File: src/rtl/lcd_pkg.sv
package lcd_pkg;
  localparam int ROWS     = 4;
  localparam int INIT_LEN = 5;
  localparam int VAL_W    = 8;
  localparam int DIGITS   = 3;
  localparam int SH_W     = 4 * DIGITS + VAL_W;

  typedef enum logic [1:0] {PH_IDLE, PH_SETUP, PH_PULSE, PH_HOLD} bus_phase_t;
  typedef enum logic [1:0] {ST_INIT, ST_CONV, ST_ADDR, ST_CHAR} seq_state_t;

  // setup command for step i of the power-on sequence
  function automatic logic [7:0] init_cmd(input logic [2:0] i);
    case (i)
      3'd0:    return 8'h38;
      3'd1:    return 8'h0E;
      3'd2:    return 8'h01;
      3'd3:    return 8'h1C;
      default: return 8'h02;
    endcase
  endfunction

  // set-address command opening each line (lines are not contiguous)
  function automatic logic [7:0] row_base(input logic [1:0] r);
    case (r)
      2'd0:    return 8'h80;
      2'd1:    return 8'hC0;
      2'd2:    return 8'h94;
      default: return 8'hD4;
    endcase
  endfunction

  // clear and return-home need the long settling time
  function automatic logic slow_cmd(input logic [7:0] b);
    return (b == 8'h01) || (b == 8'h02);
  endfunction

  // one shift-and-add-3 step over {bcd digits, binary remainder}
  function automatic logic [SH_W-1:0] dd_step(input logic [SH_W-1:0] s);
    logic [SH_W-1:0] t;
    t = s;
    for (int k = 0; k < DIGITS; k++) begin
      if (t[VAL_W+4*k +: 4] >= 4'd5) t[VAL_W+4*k +: 4] = t[VAL_W+4*k +: 4] + 4'd3;
    end
    return t << 1;
  endfunction

  // character code for a given line and column
  function automatic logic [7:0] cell_char(input logic [1:0] row, input logic [7:0] col,
                                           input logic [4*DIGITS-1:0] bcd);
    case (col)
      8'd0:    return 8'h41 + {6'd0, row};
      8'd1:    return 8'h3A;
      8'd2:    return {4'h3, bcd[11:8]};
      8'd3:    return {4'h3, bcd[7:4]};
      8'd4:    return {4'h3, bcd[3:0]};
      default: return 8'h20;
    endcase
  endfunction
endpackage

File: src/rtl/lcd_tick_gen.sv
module lcd_tick_gen #(
  parameter int DIV = 100
) (
  input  logic clk,
  input  logic rst_n,
  output logic tick
);
  localparam int CW = (DIV > 1) ? $clog2(DIV) : 1;
  logic [CW-1:0] cnt;

  always_ff @(posedge clk) begin
    if (!rst_n) begin
      cnt  <= '0;
      tick <= 1'b0;
    end else if (cnt == CW'(DIV - 1)) begin
      cnt  <= '0;
      tick <= 1'b1;
    end else begin
      cnt  <= cnt + 1'b1;
      tick <= 1'b0;
    end
  end
endmodule

File: src/rtl/lcd_bus_drv.sv
module lcd_bus_drv
  import lcd_pkg::*;
#(
  parameter int EN_TICKS   = 1,
  parameter int SHORT_WAIT = 50,
  parameter int LONG_WAIT  = 2000
) (
  input  logic       clk,
  input  logic       rst_n,
  input  logic       tick,
  input  logic       go,
  input  logic       go_rs,
  input  logic [7:0] go_data,
  output logic       ready,
  output logic       done,
  output logic       lcd_en,
  output logic       lcd_rs,
  output logic [7:0] lcd_data
);
  localparam int MAXT = (LONG_WAIT > EN_TICKS) ? LONG_WAIT : EN_TICKS;
  localparam int CW   = $clog2(MAXT + 1);

  bus_phase_t    phase;
  logic [CW-1:0] cnt;
  logic          long_q;

  assign ready = (phase == PH_IDLE) && !done;

  always_ff @(posedge clk) begin
    if (!rst_n) begin
      phase    <= PH_IDLE;
      cnt      <= '0;
      long_q   <= 1'b0;
      done     <= 1'b0;
      lcd_en   <= 1'b0;
      lcd_rs   <= 1'b0;
      lcd_data <= '0;
    end else begin
      done <= 1'b0;
      case (phase)
        PH_IDLE: if (go) begin
          lcd_rs   <= go_rs;
          lcd_data <= go_data;
          long_q   <= !go_rs && slow_cmd(go_data);
          cnt      <= CW'(1);
          phase    <= PH_SETUP;
        end
        PH_SETUP: if (tick) begin
          if (cnt == '0) begin
            lcd_en <= 1'b1;
            cnt    <= CW'(EN_TICKS - 1);
            phase  <= PH_PULSE;
          end else cnt <= cnt - 1'b1;
        end
        PH_PULSE: if (tick) begin
          if (cnt == '0) begin
            lcd_en <= 1'b0;
            cnt    <= long_q ? CW'(LONG_WAIT - 1) : CW'(SHORT_WAIT - 1);
            phase  <= PH_HOLD;
          end else cnt <= cnt - 1'b1;
        end
        default: if (tick) begin
          if (cnt == '0) begin
            done  <= 1'b1;
            phase <= PH_IDLE;
          end else cnt <= cnt - 1'b1;
        end
      endcase
    end
  end

  // bus lines frozen while the strobe is high
  a_r4_data_hold: assert property (@(posedge clk) disable iff (!rst_n)
    (lcd_en && $past(lcd_en)) |-> ($stable(lcd_data) && $stable(lcd_rs)));
  // a new byte is only accepted while the bus is idle
  a_r4_go_when_idle: assert property (@(posedge clk) disable iff (!rst_n)
    go |-> (phase == PH_IDLE));
endmodule

File: src/rtl/lcd_bcd8.sv
module lcd_bcd8
  import lcd_pkg::*;
(
  input  logic                  clk,
  input  logic                  rst_n,
  input  logic                  start,
  input  logic [VAL_W-1:0]      value,
  output logic                  done,
  output logic [4*DIGITS-1:0]   bcd
);
  localparam int STW = $clog2(VAL_W + 1);
  logic [SH_W-1:0] sh;
  logic [STW-1:0]  step;

  assign bcd = sh[SH_W-1:VAL_W];

  always_ff @(posedge clk) begin
    if (!rst_n) begin
      sh   <= '0;
      step <= '0;
      done <= 1'b0;
    end else begin
      done <= 1'b0;
      if (start) begin
        sh   <= {{(4*DIGITS){1'b0}}, value};
        step <= STW'(VAL_W);
      end else if (step != '0) begin
        sh   <= dd_step(sh);
        step <= step - 1'b1;
        if (step == STW'(1)) done <= 1'b1;
      end
    end
  end

  // every finished conversion yields valid decimal digits, at most 255
  a_r7_digit_range: assert property (@(posedge clk) disable iff (!rst_n)
    done |-> (bcd[11:8] <= 4'd2 && bcd[7:4] <= 4'd9 && bcd[3:0] <= 4'd9));
endmodule

File: src/rtl/lcd_row_writer.sv
module lcd_row_writer
  import lcd_pkg::*;
#(
  parameter int CLK_DIV    = 100,
  parameter int EN_TICKS   = 1,
  parameter int SHORT_WAIT = 50,
  parameter int LONG_WAIT  = 2000,
  parameter int COLS       = 20
) (
  input  logic                    clk,
  input  logic                    rst_n,
  input  logic [ROWS*VAL_W-1:0]   field_vals,
  output logic                    lcd_en,
  output logic                    lcd_rs,
  output logic                    lcd_rw,
  output logic [7:0]              lcd_data
);
  localparam int CCW = $clog2(COLS);

  seq_state_t          st;
  logic [2:0]          idx;
  logic [1:0]          row;
  logic [CCW-1:0]      col;
  logic                conv_req;
  logic [4*DIGITS-1:0] digits;

  logic                tick, tx_go, tx_rs, tx_ready, tx_done, want_send;
  logic [7:0]          tx_data;
  logic                conv_done;
  logic [4*DIGITS-1:0] conv_bcd;
  logic                init_done;

  assign lcd_rw    = 1'b0;
  assign init_done = (st != ST_INIT);
  assign want_send = (st != ST_CONV);
  assign tx_go     = want_send && tx_ready;
  assign tx_rs     = (st == ST_CHAR);

  always_comb begin
    case (st)
      ST_INIT: tx_data = init_cmd(idx);
      ST_ADDR: tx_data = row_base(row);
      ST_CHAR: tx_data = cell_char(row, 8'(col), digits);
      default: tx_data = 8'h00;
    endcase
  end

  lcd_tick_gen #(.DIV(CLK_DIV)) u_tick (.clk(clk), .rst_n(rst_n), .tick(tick));

  lcd_bus_drv #(.EN_TICKS(EN_TICKS), .SHORT_WAIT(SHORT_WAIT), .LONG_WAIT(LONG_WAIT)) u_bus (
    .clk(clk), .rst_n(rst_n), .tick(tick), .go(tx_go), .go_rs(tx_rs), .go_data(tx_data),
    .ready(tx_ready), .done(tx_done), .lcd_en(lcd_en), .lcd_rs(lcd_rs), .lcd_data(lcd_data));

  lcd_bcd8 u_bcd (
    .clk(clk), .rst_n(rst_n), .start(conv_req), .value(field_vals[VAL_W*row +: VAL_W]),
    .done(conv_done), .bcd(conv_bcd));

  always_ff @(posedge clk) begin
    if (!rst_n) begin
      st       <= ST_INIT;
      idx      <= '0;
      row      <= '0;
      col      <= '0;
      conv_req <= 1'b0;
      digits   <= '0;
    end else begin
      case (st)
        ST_INIT: if (tx_done) begin
          if (idx == 3'(INIT_LEN - 1)) begin
            st       <= ST_CONV;
            row      <= '0;
            conv_req <= 1'b1;
          end else idx <= idx + 1'b1;
        end
        ST_CONV: begin
          conv_req <= 1'b0;
          if (conv_done) begin
            digits <= conv_bcd;
            st     <= ST_ADDR;
          end
        end
        ST_ADDR: if (tx_done) begin
          col <= '0;
          st  <= ST_CHAR;
        end
        default: if (tx_done) begin
          if (col == CCW'(COLS - 1)) begin
            row      <= row + 1'b1;
            st       <= ST_CONV;
            conv_req <= 1'b1;
          end else col <= col + 1'b1;
        end
      endcase
    end
  end

  // no character byte reaches the bus before setup completes
  a_r2_rs_after_init: assert property (@(posedge clk) disable iff (!rst_n)
    lcd_rs |-> init_done);
  // column index stays within one line
  a_r6_col_range: assert property (@(posedge clk) disable iff (!rst_n)
    col <= CCW'(COLS - 1));
endmodule

File: config.mk
export PLATFORM = sky130hd
export DESIGN_NAME = lcd_row_writer
export DESIGN_NICKNAME = d
export VERILOG_FILES = /design/src/rtl/lcd_pkg.sv /design/src/rtl/lcd_tick_gen.sv /design/src/rtl/lcd_bus_drv.sv /design/src/rtl/lcd_bcd8.sv /design/src/rtl/lcd_row_writer.sv
export SDC_FILE = /design/constraint.sdc
export NUM_CORES = 1
export LEC_CHECK = 0
export BUFFER_PORTS_ARGS = -buffer_cell sky130_fd_sc_hd__buf_2
export CORE_AREA = 5 5 97 99
export CTS_CLUSTER_SIZE = 24
export DETAILED_ROUTE_END_ITERATION = 16
export DIE_AREA = 0 0 102 104
export PLACE_DENSITY = 0.82
export SLEW_MARGIN = 10
export SYNTH_ARGS = -nofsm -noshare
export SYNTH_HDL_FRONTEND = slang
export SYNTH_HIERARCHICAL = 1
export SYNTH_SLANG_ARGS = --single-unit
File: constraint.sdc
create_clock -name clk -period 3.4 [get_ports clk]
set_clock_uncertainty 0.2 [all_clocks]
set_input_delay 0 -clock clk [delete_from_list [all_inputs] [get_ports clk]]
set_output_delay 0 -clock clk [all_outputs]
set_load 0.01 [all_outputs]
# Word-level counts from Yosys, hierarchy flattened
# Index checks and enable logic that the tools add are counted.
[totals] regBits=83
[classes] add_sub_neg=10 order_cmp=3 n_eq_ne=32 n_shift=1 mux=57 bitwise_logic=7 reduce_logical=37
[op_table] operator="two-way mux 11 bit" n=8
[op_table] operator="case mux 8 bit (5 select lines)" n=1
[op_table] operator="two-way mux 2 bit" n=17
[op_table] operator="case mux 11 bit (3 select lines)" n=1
[op_table] operator="indexed part select 32 x 6 -> 8 bit" n=1
[op_table] operator="case mux 6 bit (4 select lines)" n=1
[op_table] operator="case mux 8 bit (3 select lines)" n=1
[op_table] operator="case mux 7 bit (3 select lines)" n=1
[op_table] operator="two-way mux 4 bit" n=4
[op_table] operator="two-way mux 8 bit" n=2
[op_table] operator="two-way mux 5 bit" n=3
[op_table] operator="AND reduction 5 bit" n=3
[op_table] operator="!= test 2 x 1 -> 1 bit (second input constant)" n=7
[op_table] operator="greater-or-equal comparator 4 x 3 -> 1 bit (second input constant)" n=3
[op_table] operator="case mux 2 bit (3 select lines)" n=2
[op_table] operator="nonzero test 2 bit" n=6
[op_table] operator="logical NOT 11 bit" n=1
[op_table] operator="two-way mux 1 bit" n=11
[op_table] operator="subtractor 11 x 1 -> 11 bit (second input constant)" n=1
[op_table] operator="equality test 5 x 2 -> 1 bit (second input constant)" n=2
[op_table] operator="case mux 5 bit (2 select lines)" n=1
[op_table] operator="adder 4 x 2 -> 4 bit (second input constant)" n=2
[op_table] operator="adder 7 x 2 -> 8 bit (first input constant)" n=1
[op_table] operator="equality test 2 bit (second input constant)" n=4
[op_table] operator="40 further kinds" n=63

# Depth between registers and ports, before layout
[logic_depth] ltp_word=6 depth_mapped=10 mapped_depth_nobuf=9

# By module
# Netlist, hierarchy kept.
[by_module_without_submodules] module="lcd_row_writer" n_inst=1 cells_per_inst=220 area_each_um2=1803.0 seq_area_each_um2=500.5
[by_module_without_submodules] module="lcd_bus_drv" n_inst=1 cells_per_inst=178 area_each_um2=1410.1 seq_area_each_um2=500.5
[by_module_without_submodules] module="lcd_bcd8" n_inst=1 cells_per_inst=163 area_each_um2=1328.8 seq_area_each_um2=500.5
[by_module_without_submodules] module="lcd_tick_gen" n_inst=1 cells_per_inst=35 area_each_um2=329.1 seq_area_each_um2=160.2

# Least setup slack after synthesis
# No wires, ideal clock.
[synth_path] path_kind="reg2reg" startpoint="reg col[0]" endpoint="reg u_bus.long_q" setup_time_ps=70 arrival_ps=2005 path_slack_ps=1125 path_stages_with_launch=10 cell_sequence="dfxtp_1 inv_1 ha_1 buf_2 or4b_2 a22oi_1 a21oi_1 nor4_1 nand4_1 a21oi_1"
[synth_between] elab_chain_cells=6 word_cells_on_any_way=11 cone_classes="eq/ne: 6; mux: 2; reduce/logical: 3"
[synth_lines] item="start, declared" line="lcd_row_writer.sv:23" text="logic [CCW-1:0] col;"
[synth_lines] item="start signal, assigned" line="lcd_row_writer.sv:91" text="end else col <= col + 1'b1;"
[synth_lines] item="equality test 5 x 3 -> 1 bit (tied with other cells)" line="lcd_pkg.sv:50" text="case (col)"
[synth_lines] item="case mux 8 bit (5 select lines) *" line="lcd_pkg.sv:50"
[synth_lines] item="case mux 8 bit (3 select lines) *" line="lcd_row_writer.sv:40" text="case (st)"
[synth_lines] item="named net tx_data[5]" line="lcd_row_writer.sv:28" text="logic [7:0] tx_data;"
[synth_lines] item="equality test 8 x 1 -> 1 bit / equality test 8 x 2 -> 1 bit (equally long branches)" line="lcd_pkg.sv:34" text="return (b == 8'h01) || (b == 8'h02);"
[synth_lines] item="logical OR 1 bit *" line="lcd_pkg.sv:34"
[synth_lines] item="logical AND 1 bit *" line="lcd_bus_drv.sv:44" text="long_q <= !go_rs && slow_cmd(go_data);"
[synth_lines] item="end signal, assigned" line="lcd_bus_drv.sv:44"
[synth_lines] item="end, declared" line="lcd_bus_drv.sv:25" text="logic long_q;"
# Mark *: on every way through the listed nets, which the timed path passes. The rest lies on a longest branch.
# A chain may end at the register's enable or synchronous reset.

# Worst setup path in the final report
[layout_path] startpoint="reg u_bus.phase[1]" endpoint="reg u_bus.cnt[8]"
[layout_between] elab_chain_cells=5 word_cells_on_any_way=12 cone_classes="eq/ne: 6; mux: 1; reduce/logical: 5"
[layout_lines] item="start, declared" line="lcd_bus_drv.sv:23" text="bus_phase_t phase;"
[layout_lines] item="start signal, assigned" line="lcd_bus_drv.sv:31" text="phase <= PH_IDLE;"
[layout_lines] item="start signal, assigned" line="lcd_bus_drv.sv:46" text="phase <= PH_SETUP;"
[layout_lines] item="start signal, assigned" line="lcd_bus_drv.sv:52" text="phase <= PH_PULSE;"
[layout_lines] item="logical NOT 2 bit" line="lcd_bus_drv.sv:27" text="assign ready = (phase == PH_IDLE) && !done;"
[layout_lines] item="logical AND 1 bit" line="lcd_bus_drv.sv:27"
[layout_lines] item="named net tx_ready" line="lcd_row_writer.sv:27" text="logic tick, tx_go, tx_rs, tx_ready, tx_done, want_send;"
[layout_lines] item="logical AND 1 bit" line="lcd_row_writer.sv:36" text="assign tx_go = want_send && tx_ready;"
[layout_lines] item="named net tx_go" line="lcd_row_writer.sv:27"
[layout_lines] item="!= test 2 bit (no line)"
[layout_lines] item="AND reduction 5 bit (no line)"
[layout_lines] item="end signal, assigned" line="lcd_bus_drv.sv:51" text="cnt <= CW'(EN_TICKS - 1);"
[layout_lines] item="end signal, assigned" line="lcd_bus_drv.sv:53" text="end else cnt <= cnt - 1'b1;"
[layout_lines] item="end signal, assigned" line="lcd_bus_drv.sv:58" text="cnt <= long_q ? CW'(LONG_WAIT - 1) : CW'(SHORT_WAIT - 1);"
[layout_lines] item="end, declared" line="lcd_bus_drv.sv:24" text="logic [CW-1:0] cnt;"
# The timed path passes the listed nets, and every way through them passes these cells.

==> reports/results.txt <==
Status: complete, no violations
# fillers: 700
Post-detailed-routing wire length: 11400 microns
Post-synth EDFFs: 0
Seq cells post-synth: 83
Root Driver: clkbuf_8
Die Height: 104 microns
Die area: 0.0106 sq mm
Synthesized area: 0.00487 sq mm
Avg Inst Size Synth: 8.17 sq um
Vias in the first global route: 4144
I/O Buffers: 43
Routed vias: 4391
Post-DP HPWL: 7920 microns
Inserted Clock Buffers: 9
Die X: 102 microns
Skew-Pair Late Insertion Delay: 0.35 ns
Iter 0 DRT Violations: 217
Max clock buf depth: 2
Max frequency: 347 MHz
Hold Worst Slack: 0.0306 ns
Req. time, crit path: 3.45 ns
Peak supply drop: 0.422 mV
Synth cell count leaders: nand2_1 (89), dfxtp_1 (83), a21oi_1 (53)
Antenna violations before repair: 0
Cell with the most instances after synthesis: nand2_1
Row cnt: 34
Drc violations: 0
Max-slew headroom: 41.6%
GPL Wtd Cong: 0.883
Post-CTS sizing: 0
Type of origin of the critical path: flop
Multi-input logic area: 0.00284 sq mm
DR pass1 iterations: 4
Largest area contributor in the netlist: dfxtp_1
Register area: 0.00166 sq mm
Routed len/inst: 15.4 microns
Crit path DAT: 2.93 ns
Reg clk slew, reported paths: 0.09 ns
Post-Layout Cell Count: 736
Layout cells sized above 1: 13.1%
YS warnings: 6
Dpl cells: 704
Area delta synth->final: 10.0%
Slew Limit Fails: 0
Starting Density: 57.5%
Worst slew pin tran: 0.876 ns
H-Tree Depth: 3
Worst Path Max Fanout: 12
Via-per-instance ratio: 5.97
Hold Path Class: in -> reg
Ant diodes: 0
Core Region: 0.00847 sq mm
Post-layout instance area: 0.00536 sq mm
RSZ-0062 raised after global routing: false
Yosys top cell area share: 34.1%
# IOs: 45
Area after DPL: 0.00498 sq mm
Clk sinks: 83
# nets final: 690
TritonCTS clock tree: built
Critical path capture point type: flop
Fin crit share: 84.7%
Async S/R FF share, synth: 0%
# Max-Cap Violations: 0
Power per cell area: 663 mW/mm^2
Kind of critical path: reg -> reg
Area contributors post-synth: dfxtp_1 (34%), ha_1 (8.5%), nand2_1 (6.9%)
Grt total ovfl: 0
P_leak: 1.99 nW
Final hold viol count: 0
Predominant post-synthesis flop cell: dfxtp_1
Final Critical Period: 2.88 ns
First-pass GRT wire length: 19100 microns
GRT Overall Usage: 21.6%
Final core utilization: 63.3%
Post-Synthesis Cells: 596
Seq/Total Area, Yosys: 34.1%
Largest net degree at the start of global routing: 33
Distinct cell type count after synthesis: 68
Final setup TNS: 0 ns
# setup viols final: 0
Syn Nets: 663
Final ANT Viol Nets: 0
## flip-flops by register name, summed over array words and instances, names as in the netlist
register	count
row	2
u_bcd/sh	20
u_bus/phase	2
u_bus/long_q	1
conv_req	1
col	5
u_bus/lcd_data	8
u_tick/tick	1
u_bus/done	1
u_bus/lcd_rs	1
u_bus/lcd_en	1
digits	12
u_bcd/done	1
u_bcd/step	4
st	2
idx	3
u_bus/cnt	11
u_tick/cnt	7
## per-layer routing
metal / share of wire, % / wire (microns) / global-route usage (%) / up-vias
met5: 0 / 0 / 0 / -
met4: 1.4 / 154 / 5.90 / 0
met3: 6.1 / 697 / 4.23 / 18
met2: 48 / 5430 / 34.3 / 145
met1: 45 / 5070 / 29.7 / 2064
li1: - / - / - / 2164
## report_power, final
group | leakage [nW] | switching, W | internal [W]
logic | 1.20 | 0.000989 | 0.000557
registers | 0.673 | 0.000124 | 0.00109
clock network | 0.111 | 0.000355 | 0.000435
## cell families (layout without fill, tap and decap cells)
group / Yosys count / in the layout / synth area share, %
mux: 14 / 14 / 4.93
xor+xnor: 7 / 7 / 1.26
other cells: 1 / 1 / 0.0770
fa+ha+maj: 33 / 33 / 8.48
simple gates: 228 / 228 / 24.0
compound gates: 154 / 154 / 19.6
flops: 83 / 83 / 34.1
buf+inv: 76 / 108 / 7.50
## stage by stage
step / setup slack [ns] / total power [W]
2_1_floorplan: 1.12 / 0.00250
3_3_place_gp: 0.712 / 0.00269
4_1_cts: 0.566 / 0.00354
6_report: 0.520 / 0.00355
5_1_grt: 0.270 / 0.00380
3_5_place_dp: 0.589 / 0.00273
## layout make-up
cell class                 count  share of cell area [%]
multi-input combinational    437                    53.1
clock inverter                 4                    1.38
sequential                    83                    31.0
tap                          108                    2.52
clock buffer                  12                    2.71
inverter                      33                    2.31
timing repair buffer          59                    7.00
## cells in the final DEF, fill, tap and decap left out, drive strengths merged, types with 9 or more instances in the layout
master / n
nand3: 22
a21oi: 53
nor3: 13
buf: 43
dfxtp: 83
dlygate4sd3: 16
or4: 11
a31oi: 17
nor2b: 9
ha: 33
o21ai: 37
clkbuf: 12
nand2: 90
nor2: 34
inv: 32
## path summary, 6_finish.rpt
check | start | to | slack (ns) | cells past startpoint
worst max-delay path | u_bus/phase[1]$_SDFFE_PN0P_ | u_bus/cnt[8]$_SDFFE_PN0P_ | 0.52 | 9
worst min-delay path | field_vals[24] | u_bcd/sh[0]$_SDFFE_PN0P_ | 0.03 | 5
worst min register to register | u_bus/lcd_data[5]$_SDFFE_PN0P_ | u_bus/lcd_data[5]$_SDFFE_PN0P_ | 0.26 | 2
worst max register to register | u_bus/phase[1]$_SDFFE_PN0P_ | u_bus/cnt[8]$_SDFFE_PN0P_ | 0.52 | 9
## repair_timing
| item | CTS | global route |
|---|---|---|
| hold endpoints to repair | 19 | 0 |
| hold buffers | 16 | 0 |
| buffers inserted | 0 | 0 |
## critical path: stages, from the launching register on
cell,delay [ns]
dfxtp_1,0.34
inv_1,0.10
ha_1,0.25
inv_1,0.13
nor2_1,0.10
nor2b_1,0.20
nand2_1,0.27
o22ai_1,0.66
o21ai_0,0.22
a32o_1,0.30
(Power assumes the default switching activity.)
